## config.mk

```make
export PLATFORM = sky130hd
export DESIGN_NAME = bus_resp_monitor
export DESIGN_NICKNAME = d
export VERILOG_FILES = /design/src/rtl/bus_resp_monitor_pkg.sv /design/src/rtl/bmon_resp_timer.sv /design/src/rtl/bmon_halt_watch.sv /design/src/rtl/bus_resp_monitor.sv
export SDC_FILE = /design/constraint.sdc
export NUM_CORES = 1
export LEC_CHECK = 0
export BUFFER_PORTS_ARGS = -buffer_cell sky130_fd_sc_hd__buf_2
export CELL_PAD_IN_SITES_DETAIL_PLACEMENT = 1
export CELL_PAD_IN_SITES_GLOBAL_PLACEMENT = 2
export CORE_MARGIN = 2
export CORE_UTILIZATION = 28
export DETAILED_ROUTE_END_ITERATION = 10
export MAX_ROUTING_LAYER = met4
export PLACE_DENSITY = 0.77
export RECOVER_POWER = 25
export SYNTH_ARGS = -nofsm -noshare
export SYNTH_HDL_FRONTEND = slang
export SYNTH_SLANG_ARGS = --single-unit
```

## constraint.sdc

```tcl
create_clock -name clk -period 2.1 [get_ports clk]
set_input_delay 0.42 -clock clk [delete_from_list [all_inputs] [get_ports clk]]
set_output_delay 0.42 -clock clk [all_outputs]
set_load 0.01 [all_outputs]
```

## src/rtl/bus_resp_monitor_pkg.sv

```systemverilog
// Package: shared constants and the timeout decode for the bus response monitor.
// Assumes the base timeout is a power of two, so each code halves it.
package bus_resp_monitor_pkg;

    localparam int unsigned TMO_BASE = 64;
    localparam int unsigned TMO_CNT_W = $clog2(TMO_BASE + 1);

    // Decode the two-bit timeout code into a clock count (base >> code).
    function automatic logic [TMO_CNT_W-1:0] tmo_limit(input logic [1:0] code);
        logic [TMO_CNT_W-1:0] base_v;
        base_v = TMO_CNT_W'(TMO_BASE);
        return base_v >> code;
    endfunction

endpackage

```

## src/rtl/bmon_resp_timer.sv

```systemverilog
// Module: times one pending bus cycle and strobes bus_err when the response
// is late. Assumes start has already been qualified (only supervised
// cycles arrive). A response on the timeout edge wins over the error.
module bmon_resp_timer #(
    parameter int unsigned CNT_W = 7
) (
    input  logic             clk,
    input  logic             rst_n,
    input  logic             start,
    input  logic             start_iack,
    input  logic             ack,
    input  logic             avec,
    input  logic [CNT_W-1:0] limit,
    output logic             bus_err
);

    logic             pend_q;
    logic             iack_q;
    logic [CNT_W-1:0] cnt_q;
    logic             resp;
    logic             expire;

    // Response that closes the pending cycle, according to its type.
    always_comb begin
        resp   = ack | (iack_q & avec);
        expire = pend_q & ~resp & (cnt_q == limit - CNT_W'(1));
    end

    // Track the pending cycle, count clocks, and fire the error strobe.
    always_ff @(posedge clk) begin
        if (!rst_n) begin
            pend_q  <= 1'b0;
            iack_q  <= 1'b0;
            cnt_q   <= '0;
            bus_err <= 1'b0;
        end else begin
            bus_err <= expire;
            if (start) begin
                pend_q <= 1'b1;
                iack_q <= start_iack;
                cnt_q  <= '0;
            end else if (pend_q) begin
                if (resp || expire) begin
                    pend_q <= 1'b0;
                    cnt_q  <= '0;
                end else begin
                    cnt_q <= cnt_q + CNT_W'(1);
                end
            end
        end
    end

    // strobe lasts one clock
    p_single_strobe_r5: assert property (@(posedge clk) disable iff (!rst_n)
        bus_err |=> !bus_err);
    // no error without a pending cycle
    p_idle_quiet_r5: assert property (@(posedge clk) disable iff (!rst_n)
        !pend_q |=> !bus_err);
    // a response in a pending cycle suppresses the error
    p_resp_wins_r4: assert property (@(posedge clk) disable iff (!rst_n)
        (pend_q && resp) |=> !bus_err);
    // count never passes the selected limit
    p_cnt_bound_r1: assert property (@(posedge clk) disable iff (!rst_n)
        pend_q |-> (cnt_q < limit));

endmodule

```

## src/rtl/bmon_halt_watch.sv

```systemverilog
// Module: turns an enabled halt into a reset request and keeps a sticky
// halt-cause flag, which a reset from another source clears.
// Assumes halt and other_rst are synchronous to clk.
module bmon_halt_watch (
    input  logic clk,
    input  logic rst_n,
    input  logic halt,
    input  logic enable,
    input  logic other_rst,
    output logic rst_req,
    output logic cause
);

    logic trig;

    // Qualify halt with its enable.
    always_comb trig = halt & enable;

    // Register the request and update the sticky cause flag.
    always_ff @(posedge clk) begin
        if (!rst_n) begin
            rst_req <= 1'b0;
            cause   <= 1'b0;
        end else begin
            rst_req <= trig;
            if (trig)
                cause <= 1'b1;
            else if (other_rst)
                cause <= 1'b0;
        end
    end

    // enabled halt gives request and flag
    p_halt_reset_r7: assert property (@(posedge clk) disable iff (!rst_n)
        (halt && enable) |=> (rst_req && cause));
    // disabled halt gives no request
    p_halt_masked_r8: assert property (@(posedge clk) disable iff (!rst_n)
        (!enable) |=> !rst_req);
    // other reset clears the flag unless a halt reset coincides
    p_other_clear_r9: assert property (@(posedge clk) disable iff (!rst_n)
        (other_rst && !(halt && enable)) |=> !cause);

endmodule

```

## src/rtl/bus_resp_monitor.sv

```systemverilog
// Module: top of the bus response and halt monitor. Decides which cycles
// are supervised, decodes the timeout, and combines the response timer
// with the halt watcher. Assumes all inputs are synchronous to clk.
module bus_resp_monitor
    import bus_resp_monitor_pkg::*;
(
    input  logic       clk,
    input  logic       rst_n,
    input  logic       cyc_start,
    input  logic       cyc_iack,
    input  logic       cyc_ext,
    input  logic       cyc_by_cpu,
    input  logic       ack,
    input  logic       avec,
    input  logic       halt,
    input  logic [1:0] tmo_sel,
    input  logic       ext_mon_en,
    input  logic       halt_mon_en,
    input  logic       other_rst,
    output logic       bus_err,
    output logic       rst_req,
    output logic       halt_cause
);

    logic                 sup_start;
    logic [TMO_CNT_W-1:0] limit;

    // Supervise internal cycles always; external ones only if enabled and CPU-issued.
    always_comb begin
        sup_start = cyc_start & (~cyc_ext | (ext_mon_en & cyc_by_cpu));
        limit     = tmo_limit(tmo_sel);
    end

    bmon_resp_timer #(.CNT_W(TMO_CNT_W)) u_timer (
        .clk        (clk),
        .rst_n      (rst_n),
        .start      (sup_start),
        .start_iack (cyc_iack),
        .ack        (ack),
        .avec       (avec),
        .limit      (limit),
        .bus_err    (bus_err)
    );

    bmon_halt_watch u_halt (
        .clk       (clk),
        .rst_n     (rst_n),
        .halt      (halt),
        .enable    (halt_mon_en),
        .other_rst (other_rst),
        .rst_req   (rst_req),
        .cause     (halt_cause)
    );

    // an unsupervised external start never begins a cycle
    p_ext_gate_r6: assert property (@(posedge clk) disable iff (!rst_n)
        (cyc_start && cyc_ext && !(ext_mon_en && cyc_by_cpu)) |-> !sup_start);

endmodule

```

Word level (Yosys, flattened, before mapping):

Cells that the tools add are included.

* reductions and logical operators: 3
* bitwise operators: 11
* multiplexer cells: 6
* eq/ne operators: 1
* shift-type cells: 1
* add/subtract/negate cells: 2

Operators by type and width (count)
* 7-bit by 1-bit adder with 7-bit output (second input constant): 1
* 7-bit == test: 1
* 7-bit 2-to-1 mux: 1
* 7-bit by 2-bit right shift with 7-bit output (first input constant): 1
* 7-bit by 1-bit subtractor with 7-bit output (second input constant): 1
* 1-bit bitwise AND: 6
* 1-bit 2-to-1 mux: 5
* 1-bit inverter: 3
* 1-bit OR: 2
* 2-bit nonzero test: 1
* 2-bit OR reduction: 1
* 1-bit logical OR: 1

* register bits after elaboration: 12
* input port bits: 14
* output and inout port bits: 3
* word-level logic and storage cells: 30

Depth between registers and ports, before layout:

Gate-level depths: netlist of run 1.

* word-level depth: 9
* mapped depth: 6
* depth with buffers taken out: 5

By module:

A second synthesis of run 1 with hierarchy kept.

* cell total of the unflattened synthesis: 90
* area total of the unflattened synthesis: 755.7 um^2

By module, submodules not included
* bmon_resp_timer: area an instance 650.6 um^2, times used 1, seq. area each 200.2 um^2, cells an instance 77
* bmon_halt_watch: area an instance 63.8 um^2, times used 1, seq. area each 40.0 um^2, cells an instance 6
* bus_resp_monitor: area an instance 41.3 um^2, times used 1, seq. area each 0.0 um^2, cells an instance 7

Least setup slack after synthesis of run 1:

No wires, ideal clock.

* path type: register to register
* from: register u_timer.cnt_q[0]
* to: register u_timer.cnt_q[2]
* clock period less this slack: 1.675 ns
* buffers on the path: 1
* library setup time: 0.133 ns
* slack: 0.425 ns
* data arrival time: 1.542 ns
* data required time: 1.967 ns
* cell stages (with the launch flop): 7
* cell sequence: dfxtp_1 -> ha_1 -> nand3b_1 -> or4b_1 -> buf_2 -> o21ai_4 -> o311ai_1

* longest elaborated chain between the ends: 4
* elaborated cells on any way between the ends: 5
* classes of those cells: add/sub (1); eq/ne (1); mux (1); bitwise (1); reduce/logical (1)

Ends and longest elaborated chain
* from (decl): RTL line bmon_resp_timer.sv:19 `logic [CNT_W-1:0] cnt_q;`
* from (signal assigned): RTL line bmon_resp_timer.sv:47 `cnt_q <= cnt_q + CNT_W'(1);`
* branches (longest 3 deep; another with 7-bit by 1-bit adder with 7-bit output)
* 7-bit 2-to-1 mux (*): RTL line bmon_resp_timer.sv:43 `if (resp || expire) begin`

Every way passes the cells marked *.
A chain may end at the register's enable or synchronous reset.

Worst setup path in the final report of run 1:

Same ends and word-level chain as after synthesis.

==> run metrics, run 1 <==
Critical Path End u_timer.cnt_q[2]; FF/Latch Area 240 µm²; layout cells sized above 1 28.9%; clock latency on the worst-skew pair 280 ps; Fin. Hold Viols 0; fillcell total 270; vias in the first global route 605; CP Capture Type flop; pin count of the biggest net entering global routing 8; Crit Path Class flop to flop; type of element launching the critical path flop; CP Max Fanout 6; Die ar. 2600 µm²; Critical path buffers and inverters 0; Area Overhead vs Synth 23.7%; crit-path leading delay family simple AND/OR/NAND/NOR gates; Critical Path RT 2250 ps; CTS hold repair buffers 0; vias per cell 4.91; multi-input logic area 348 µm²; drt pass-1 iters 4; GRT Resource Usage Total 13.8%; #FFs+latches synth 12; TritonCTS clock tree built; P_int 0.359 mW; yosys warns 0; Num Clock Sinks 12; Die Ht 51.0 µm; Gate Count Post-Synth 70; fin. max-slew vios 0; post-route DRC violation count 0; final-report setup violation count 0; clock-pin slew on the worst setup and hold paths 80 ps; combinational share of power 9.8%; R2R depth 5; initial cell density of the core 28.8%; placed instance count 114; DR vias 579; fmax 0.527 GHz; first-pass GRT wire length 2.57 mm; Lkg Pwr 0.303 nW; Critical Path Source u_timer.cnt_q[0]; clk root buf clkbuf_4; max_cap viols 0; IO Count 17; ANT cells 0; detailed placement HPWL 1.13 mm; nets@finish 106; I/O Buffers 16; net count after synthesis 85; post_cts resized 0; Max stage delay on crit path 670 ps; r2r startpoint u_timer.cnt_q[0]; synthesized area 618 µm²; Hold WC Path Type input port to flop; final cell count without fillers 118; sequential power share 49.9%; clk_skew 8.19 ps; Num CTS Buffers 3; period utilization 90.3%; worst-path cell chain ha_1 -> nand3b_1 -> or4b_1 -> o21ai_4 -> o311ai_1; P per Cell Area 615 nW/µm²; Critical Path Slowest Stage Cell or4b_1; Worst-Margin Slew 505 ps; Core Util, Final 35.6%; post-route ant nets 0; sequential area share after synthesis 38.9%; Initial DRC Count 5; outcome finished, final reports clean; total negative slack 0 ps; clock tree buffer depth 2; RSZ-0062 raised after global routing false; GPL Wtd Cong 0.768; Switch Pwr 0.111 mW; wire per inst 12.7 µm; cell depth of the worst setup path 5; Hold Slack 380 ps; Worst R2R Setup Slack 200 ps; Slew headroom 66.3%; Post-CTS Setup Bufs 0; total global routing overflow 0; Switching Share 23.7%; min Tclk post-route 1900 ps; worst flop-to-flop path endpoint u_timer.cnt_q[2]; Core Area 2150 µm²; crit path DAT 2050 ps; # rows 17; H-tree Lvls 1; mean post-synth cell area 8.83 µm²; final wirelength 1.49 mm; initial antenna violation count 0; die width 51.0 µm; worst vdd ir 0.188 mV; clock network fraction of design power 40.3%; count of cell types in the netlist 28
## kinds of logic after synthesis
logic type	share of synthesized area [%]
muxes	1.82
xor gates and xnor gates	2.83
DFF	38.9
and+or+nand+nor	21.1
adders and majority gates	2.02
buffers and inverters	3.85
AOI/OAI and AO/OA	29.6
## synth_stat cells, drive strengths merged
| cell type | n | area, µm² |
|---|---|---|
| mux2 | 1 | 11.3 |
| o21ai | 8 | 51.3 |
| nor2 | 2 | 7.51 |
| nand2b | 1 | 6.26 |
| and2 | 1 | 6.26 |
| a2111oi | 1 | 27.5 |
| a31o | 1 | 8.76 |
| nand2 | 12 | 45.0 |
| dfxtp | 12 | 240 |
| o311ai | 1 | 8.76 |
| a21bo | 2 | 26.3 |
| nand3b | 1 | 7.51 |
| ha | 1 | 12.5 |
| or4b | 1 | 10.0 |
| and3 | 2 | 12.5 |
| o211ai | 2 | 20.0 |
| a21oi | 3 | 15.0 |
| xor2 | 2 | 17.5 |
| o2111ai | 2 | 17.5 |
| inv | 5 | 18.8 |
| a211oi | 1 | 7.51 |
| nand3 | 4 | 20.0 |
| buf | 1 | 5.00 |
| nor3 | 3 | 15.0 |
## layer usage
| layer | vias up | wire, µm | track usage, % | share of wire (%) |
|---|---|---|---|---|
| met2 | 12 | 721 | 20.3 | 48 |
| met4 | 0 | 46 | 10.8 | 3.1 |
| li1 | 292 | - | - | - |
| met3 | 4 | 51 | 1.75 | 3.4 |
| met1 | 271 | 675 | 17.0 | 45 |
| met5 | - | 0 | - | 0 |
## through the flow
step	setup WS [ps]	power, mW	instance area (µm²)
after CTS	193	0.478	772
after detailed placement	241	0.288	736
final	203	0.470	764
after floorplan	425	0.264	618
after global routing	101	0.496	764
after global placement	272	0.287	736
## worst min-delay path by stage
stage	startpoint	to	depth (start not counted)
CTS	cyc_iack	u_timer.iack_q	3
detailed placement	u_timer.iack_q	u_timer.iack_q	2
global route	cyc_iack	u_timer.iack_q	3
finish	cyc_iack	u_timer.iack_q	3
floorplan	u_timer.iack_q	u_timer.iack_q	2
global placement	u_timer.iack_q	u_timer.iack_q	2
## power by group through the flow
stage	registers, mW	clock network, mW	logic (mW)
after floorplan	0.241	0	0.0233
after global placement	0.240	0	0.0475
after detailed placement	0.240	0	0.0486
after CTS	0.235	0.194	0.0488
after global routing	0.235	0.209	0.0518
final	0.235	0.190	0.0462
## flip-flops by register name, indices dropped and copies added, names as in the netlist
name,flops
u_halt.cause,1
u_halt.rst_req,1
u_timer.bus_err,1
u_timer.cnt_q,7
u_timer.iack_q,1
u_timer.pend_q,1
## area by class of cell
class	count	share of cell area, %
Multi-Input combinational cell	52	45.5
Sequential cell	12	31.4
Timing Repair Buffer	17	11.3
Clock buffer	4	4.75
Tap cell	28	4.58
Inverter	5	2.45
## worst register-to-register path, stage by stage, from the launching register on
cell and delay [ps]:
dfxtp_1 380, ha_1 240, nand3b_1 80, or4b_1 670
o21ai_4 290, o311ai_1 110
## placed cells by master (no fill, tap or decap), types with 2 or more instances in the layout
master / synthesis / layout
a21oi_1: 3 / 3
xor2_1: 2 / 2
buf_2: 1 / 15
nor2_1: 2 / 2
inv_1: 5 / 5
nor3_1: 3 / 3
o2111ai_1: 2 / 2
and3_1: 2 / 2
o21ai_1: 4 / 4
nand2_1: 12 / 12
clkbuf_4: 0 / 3
o21ai_0: 3 / 3
dfxtp_1: 12 / 12
nand3_1: 4 / 4
Note: power is estimated with default switching activity, not from simulation.
==> run 2: changes to the inputs <==
--- a/config.mk
+++ b/config.mk
@@ -9,11 +9,12 @@
 export CELL_PAD_IN_SITES_DETAIL_PLACEMENT = 1
 export CELL_PAD_IN_SITES_GLOBAL_PLACEMENT = 2
 export CORE_MARGIN = 2
-export CORE_UTILIZATION = 28
+export CORE_UTILIZATION = 30
 export DETAILED_ROUTE_END_ITERATION = 10
 export MAX_ROUTING_LAYER = met4
-export PLACE_DENSITY = 0.77
+export PLACE_DENSITY = 0.79
 export RECOVER_POWER = 25
 export SYNTH_ARGS = -nofsm -noshare
 export SYNTH_HDL_FRONTEND = slang
+export SYNTH_HIERARCHICAL = 1
 export SYNTH_SLANG_ARGS = --single-unit
==> run 2 against run 1 <==
  * The flow now finishes with violations (negative setup slack)
  * Clock skew down 5.9 ps
  * Clock power about the same
  * Cell count up 40%
  * Sequential share of layout area down 10 points
  * Largest power group unchanged
==> run metrics, run 2 <==
type of element launching the critical path input port; WHS Path Cells 2; final-report setup violation count 9; Die Ht 54.2 µm; Switching Share 25.7%; Total Power 0.523 mW; nets@finish 152; clk_skew 2.33 ps; CP Capture Type flop; wire per inst 12.5 µm; combinational share of power 18.7%; Critical Path Slowest Stage Cell or4_4; Gate Count Post-Synth 90; top_reg_cell synth dfxtp_1; Slew headroom 57.4%; Largest register FFs 7; Top reg by flops u_timer/cnt_q; synthesized area 756 µm²; pre-CTS setup slack -672 ps; first-pass GRT wire length 3.46 mm; Critical path buffers and inverters 1; clock latency on the worst-skew pair 280 ps; drt pass-1 iters 4; RSZ-0062 raised after global routing true; top cells by area, synth dfxtp_1, xnor2_1, nor2_1; ys async rst share 0%; count of cell types in the netlist 35; I/O Buffers 16; vias per cell 4.80; Initial DRC Count 12; Lkg Pwr 0.487 nW; fillcell total 296; failing checks negative setup slack; total global routing overflow 0; detailed placement HPWL 1.64 mm; Worst-Margin Slew 637 ps; sequential power share 44.9%; Synth Area in XOR/XNOR 9.27%; fraction of synthesized area in multiplexers 4.14%; Crit Path Class input port to flop; Core Util, Final 46.0%; CP Max Fanout 5; Num Clock Sinks 12; GPL Wtd Cong 0.689; post-route DRC violation count 0; clock-pin slew on the worst setup and hold paths 80 ps; post-synth top area share 31.8%; Critical Path RT 2280 ps; met1 Track Usage GR 20.3%; area share of and/or/nand/nor cells after synthesis 30.1%; #FFs+latches synth 12; P_int 0.389 mW; vias in the first global route 799; Core Area 2430 µm²; Hold WC Path Type input port to flop; Die ar. 2940 µm²; TritonCTS clock tree built; Synth Area in Adders 3.31%; met3 Usage GRT 2.50%; clk root buf clkbuf_4; GRT Resource Usage Total 17.6%; GR peak layer met2; CTS hold repair buffers 0; mean post-synth cell area 8.40 µm²; initial cell density of the core 31.1%; max_cap viols 0; fin. max-slew vios 0; Fin. Hold Viols 0; R2R depth 6; most frequent CP cell and2_4; ANT cells 0; cell depth of the worst setup path 8; post-route ant nets 0; fin worst setup slack -124 ps; IO Count 17; fmax 0.450 GHz; met2 Usage GRT 28.9%; H-tree Lvls 1; min Tclk post-route 2220 ps; Max stage delay on crit path 420 ps; layout cells sized above 1 31.9%; DR vias 792; largest family of logic cells by synthesized area simple AND/OR/NAND/NOR gates; compound-cell area share of the yosys netlist 18.9%; worst-path cell chain buf_6 -> and2_4 -> or4_4 -> or3_4 -> a2111oi_4 -> o2111ai_4 -> and2_4 -> mux2_2; clock tree buffer depth 2; die width 54.2 µm; Num CTS Buffers 3; worst vdd ir 0.390 mV; pin count of the biggest net entering global routing 8; crit path DAT 2400 ps; most frequent cells in the layout buf_2, buf_4, conb_1; outcome complete, but fails checks; Area Overhead vs Synth 48.2%; P per Cell Area 467 nW/µm²; initial antenna violation count 0; crit-path leading delay family simple AND/OR/NAND/NOR gates; Post-synth EDFFs 0; final wirelength 2.06 mm; sequential area share after synthesis 31.8%; commonest cells in the netlist dfxtp_1, nor2_1, nand2_1, xnor2_1, nand3_1; Switch Pwr 0.135 mW; period utilization 106%; Synth area leader dfxtp_1; most numerous cell in the Yosys netlist dfxtp_1; yosys warns 6; # rows 18; clock network fraction of design power 36.4%
==> run 2: cell types whose count changed after synthesis, sizes merged, moves of 3 or more <==
cell,delta
nor2b,+4
a22o,+3
xnor2,+7
nand2,-4
nor2,+8
o21ai,-6
a21oi,-3
==> run 2: cells by family (layout without fill, tap and decap cells) <==
| logic type | after synthesis | in the layout |
|---|---|---|
| muxes | 3 | 3 |
| xor gates and xnor gates | 8 | 8 |
| DFF | 12 | 12 |
| adders and majority gates | 2 | 2 |
| other | 1 | 13 |
| and+or+nand+nor | 43 | 43 |
| buffers and inverters | 4 | 37 |
| AOI/OAI and AO/OA | 17 | 17 |
==> run 2: path summary, 6_finish.rpt <==
| check | start | endpoint | slack, ps |
|---|---|---|---|
| worst max register to register | u_timer/cnt_q[5] | u_timer/cnt_q[0] | 150 |
| worst min-delay path | halt_mon_en | u_halt/rst_req | 370 |
| worst max-delay path | tmo_sel[0] | u_timer/cnt_q[0] | -120 |
| worst min register to register | u_halt/cause | u_halt/cause | 480 |
==> run 2: through the flow <==
stage                     instance area, µm²  instances  setup TNS [ps]  hold slack (ps)
after floorplan                          808        102            -227              460
after global placement                  1010        159           -4970              462
after detailed placement                1010        159           -5340              467
after CTS                               1090        165           -1140              362
after global routing                    1120        165           -1500              370
final                                   1120        165            -714              374
==> run 2: worst register-to-register path: stages (launching register included) <==
cell	delay, ps
dfxtp_1	340
xnor2_1	150
or3_4	380
a2111oi_4	340
o2111ai_4	190
and2_4	210
mux2_2	250
==> run 2: what timing repair did <==
action	4_1_cts	5_1_grt
resized for setup	6	2
pin swaps	7	3
endpoints found under the setup margin	9	9
setup buffers	2	0
==> run 2: layout make-up <==
cell class	count	area [µm²]	share of cell area [%]
Timing Repair Buffer	29	189	16.9
Tap cell	30	37.5	3.35
Clock buffer	4	36.3	3.24
Inverter	4	15.0	1.34
Multi-Input combinational cell	86	602	53.7
Sequential cell	12	240	21.5
==> run 2: routing by layer <==
layer  share of wire, %  wire length, µm
met3                2.8               58
met2                 51             1050
met5                  0                0
met1                 44              910
met4                1.8               38
==> run 2: power by group through the flow <==
stage	Sequential (mW)	Clock [mW]	Combinational [mW]
final	0.235	0.190	0.0978
after CTS	0.235	0.198	0.0929
after global placement	0.240	0	0.0817
after detailed placement	0.241	0	0.0843
after global routing	0.236	0.211	0.109
after floorplan	0.241	0	0.0485
==> run 3: changes to the inputs <==
==> constraint.sdc (replaced) <==
create_clock -name clk -period 2.2 [get_ports clk]
set_input_delay 0.44 -clock clk [delete_from_list [all_inputs] [get_ports clk]]
set_output_delay 0.44 -clock clk [all_outputs]
set_load 0.01 [all_outputs]
==> run 3 against run 2 <==
  * The flow still finishes with violations (negative setup slack)
  * Die area stayed put
  * Global-route usage is 0.86 points lower
  * Worst hold slack better by 38 ps
  * Core utilization is 2.4 points lower
  * Highest routed layer unchanged
  * Non-clock buffer count is 4 lower
  * Flip-flop and latch count stayed put
  * Register-to-register slack hardly changed
  * Clock power is 8% lower
  * Largest power group unchanged
  * Sequential power is 5% lower
  * Critical path depth stayed put
==> run metrics, run 3 (synthesis gave the netlist of run 2 again) <==
outcome complete, but fails checks; failing checks negative setup slack; WHS Path Cells 3; total negative slack -358 ps; I/O Buffers 16; Switch Pwr 0.119 mW; commonest non-fill, non-tap cell in the layout buf_2; Area Overhead vs Synth 40.4%; first-pass GRT wire length 3.41 mm; most frequent cells in the layout buf_2, conb_1, dfxtp_1; clock network fraction of design power 35.9%; Core Area 2430 µm²; Hold Slack 411 ps; TritonCTS clock tree built; Critical Path Source tmo_sel[0]; multi-input logic area 579 µm²; IO Count 17; fin. max-slew vios 0; initial cell density of the core 31.1%; Switching Share 24.6%; CP Max Fanout 5; drt pass-1 iters 4; Num Clock Sinks 12; combinational share of power 17.9%; final-report setup violation count 6; fmax 0.434 GHz; worst vdd ir 0.395 mV; Num CTS Buffers 3; type of element launching the critical path input port; clock latency on the worst-skew pair 270 ps; Initial DRC Count 7; worst-path cell chain buf_6 -> and2_4 -> or4_4 -> or3_4 -> a2111oi_4 -> o2111ai_2 -> and2_4 -> mux2_4; vias per cell 4.75; clk root buf clkbuf_4; sequential power share 46.2%; final wirelength 1.92 mm; Top reg by flops u_timer/cnt_q; Lkg Pwr 0.464 nW; max_cap viols 0; post-route DRC violation count 0; total global routing overflow 0; layout cells sized above 1 29.0%; most frequent CP cell and2_4; detailed placement HPWL 1.57 mm; Worst-Margin Slew 556 ps; CP Capture Type flop; Fin. Hold Viols 0; fin worst setup slack -102 ps; nets@finish 148; Max stage delay on crit path 420 ps; clock-pin slew on the worst setup and hold paths 80 ps; min Tclk post-route 2300 ps; Crit Path Class input port to flop; Critical Path End u_timer/cnt_q[0]; Total Power 0.486 mW; Largest register FFs 7; RSZ-0062 raised after global routing true; Critical Path Slowest Stage Cell or4_4; cell depth of the worst setup path 8; FF/Latch Area 240 µm²; pin count of the biggest net entering global routing 8; period utilization 105%; # rows 18; P per Cell Area 458 nW/µm²; Slew headroom 62.8%; H-tree Lvls 1; worst flop-to-flop path endpoint u_timer/cnt_q[0]; P_int 0.367 mW; vias in the first global route 826; initial antenna violation count 0; wire per inst 11.9 µm; Die ar. 2940 µm²; clock tree buffer depth 2; DR vias 764; GRT Resource Usage Total 16.7%; GPL Wtd Cong 0.731; die width 54.2 µm; Hold WC Path Type input port to flop; post-route ant nets 0; Die Ht 54.2 µm; ANT cells 0; crit-path leading delay family simple AND/OR/NAND/NOR gates; r2r startpoint u_timer/cnt_q[5]; Critical Path RT 2360 ps; crit path DAT 2460 ps; Worst R2R Setup Slack 150 ps; Critical path buffers and inverters 1; Core Util, Final 43.6%; clk_skew 5.84 ps; fillcell total 325; R2R depth 6
run 3: how the worst min path moves through the flow:
stage	start	end
final	cyc_iack	u_timer/iack_q
after global routing	halt	u_halt/rst_req
after global placement	u_halt/cause	u_halt/cause
after floorplan	u_timer/iack_q	u_timer/iack_q
after CTS	cyc_iack	u_timer/iack_q
after detailed placement	u_halt/cause	u_halt/cause
run 3: final cells by class:
type                       instances  area share, %
sequential                        12           22.6
tap                               30           3.54
inverter                           4           1.42
multi-input combinational         86           54.6
timing repair buffer              25           14.4
clock buffer                       4           3.42
run 3: metrics by stage:
| step | worst slack (ps) | instances | area (µm²) |
|---|---|---|---|
| after global routing | -158 | 161 | 1060 |
| after detailed placement | -594 | 155 | 978 |
| after floorplan | 13.0 | 102 | 808 |
| after global placement | -539 | 155 | 978 |
| final | -102 | 161 | 1060 |
| after CTS | -152 | 160 | 1050 |
run 3: tightest hold or removal path: stages:
cell and delay, ps:
buf_2 70, mux2i_1 60, nor2_1 80
run 3: power groups by stage:
stage | registers, mW | logic [mW] | clock network [mW]
global route | 0.225 | 0.0973 | 0.194
finish | 0.224 | 0.0870 | 0.175
detailed placement | 0.230 | 0.0773 | 0
floorplan | 0.230 | 0.0462 | 0
CTS | 0.224 | 0.0850 | 0.184
global placement | 0.229 | 0.0750 | 0
run 3: per-layer routing:
layer  track usage, %  vias up  share of wire, %
met5                -        -                 0
met4             5.00        0              0.73
met3             4.17        2               2.3
met2             28.5        6                51
met1             19.2      365                46
li1                 -      391                 -
run 3: timing repair:
| item | in CTS | in global routing |
|---|---|---|
| gates cloned | 0 | 0 |
| setup buffers | 1 | 1 |
| gates resized for setup | 6 | 0 |
| pin swaps | 10 | 8 |
| hold buffers | 0 | 0 |
| endpoints found under the setup margin | 9 | 8 |
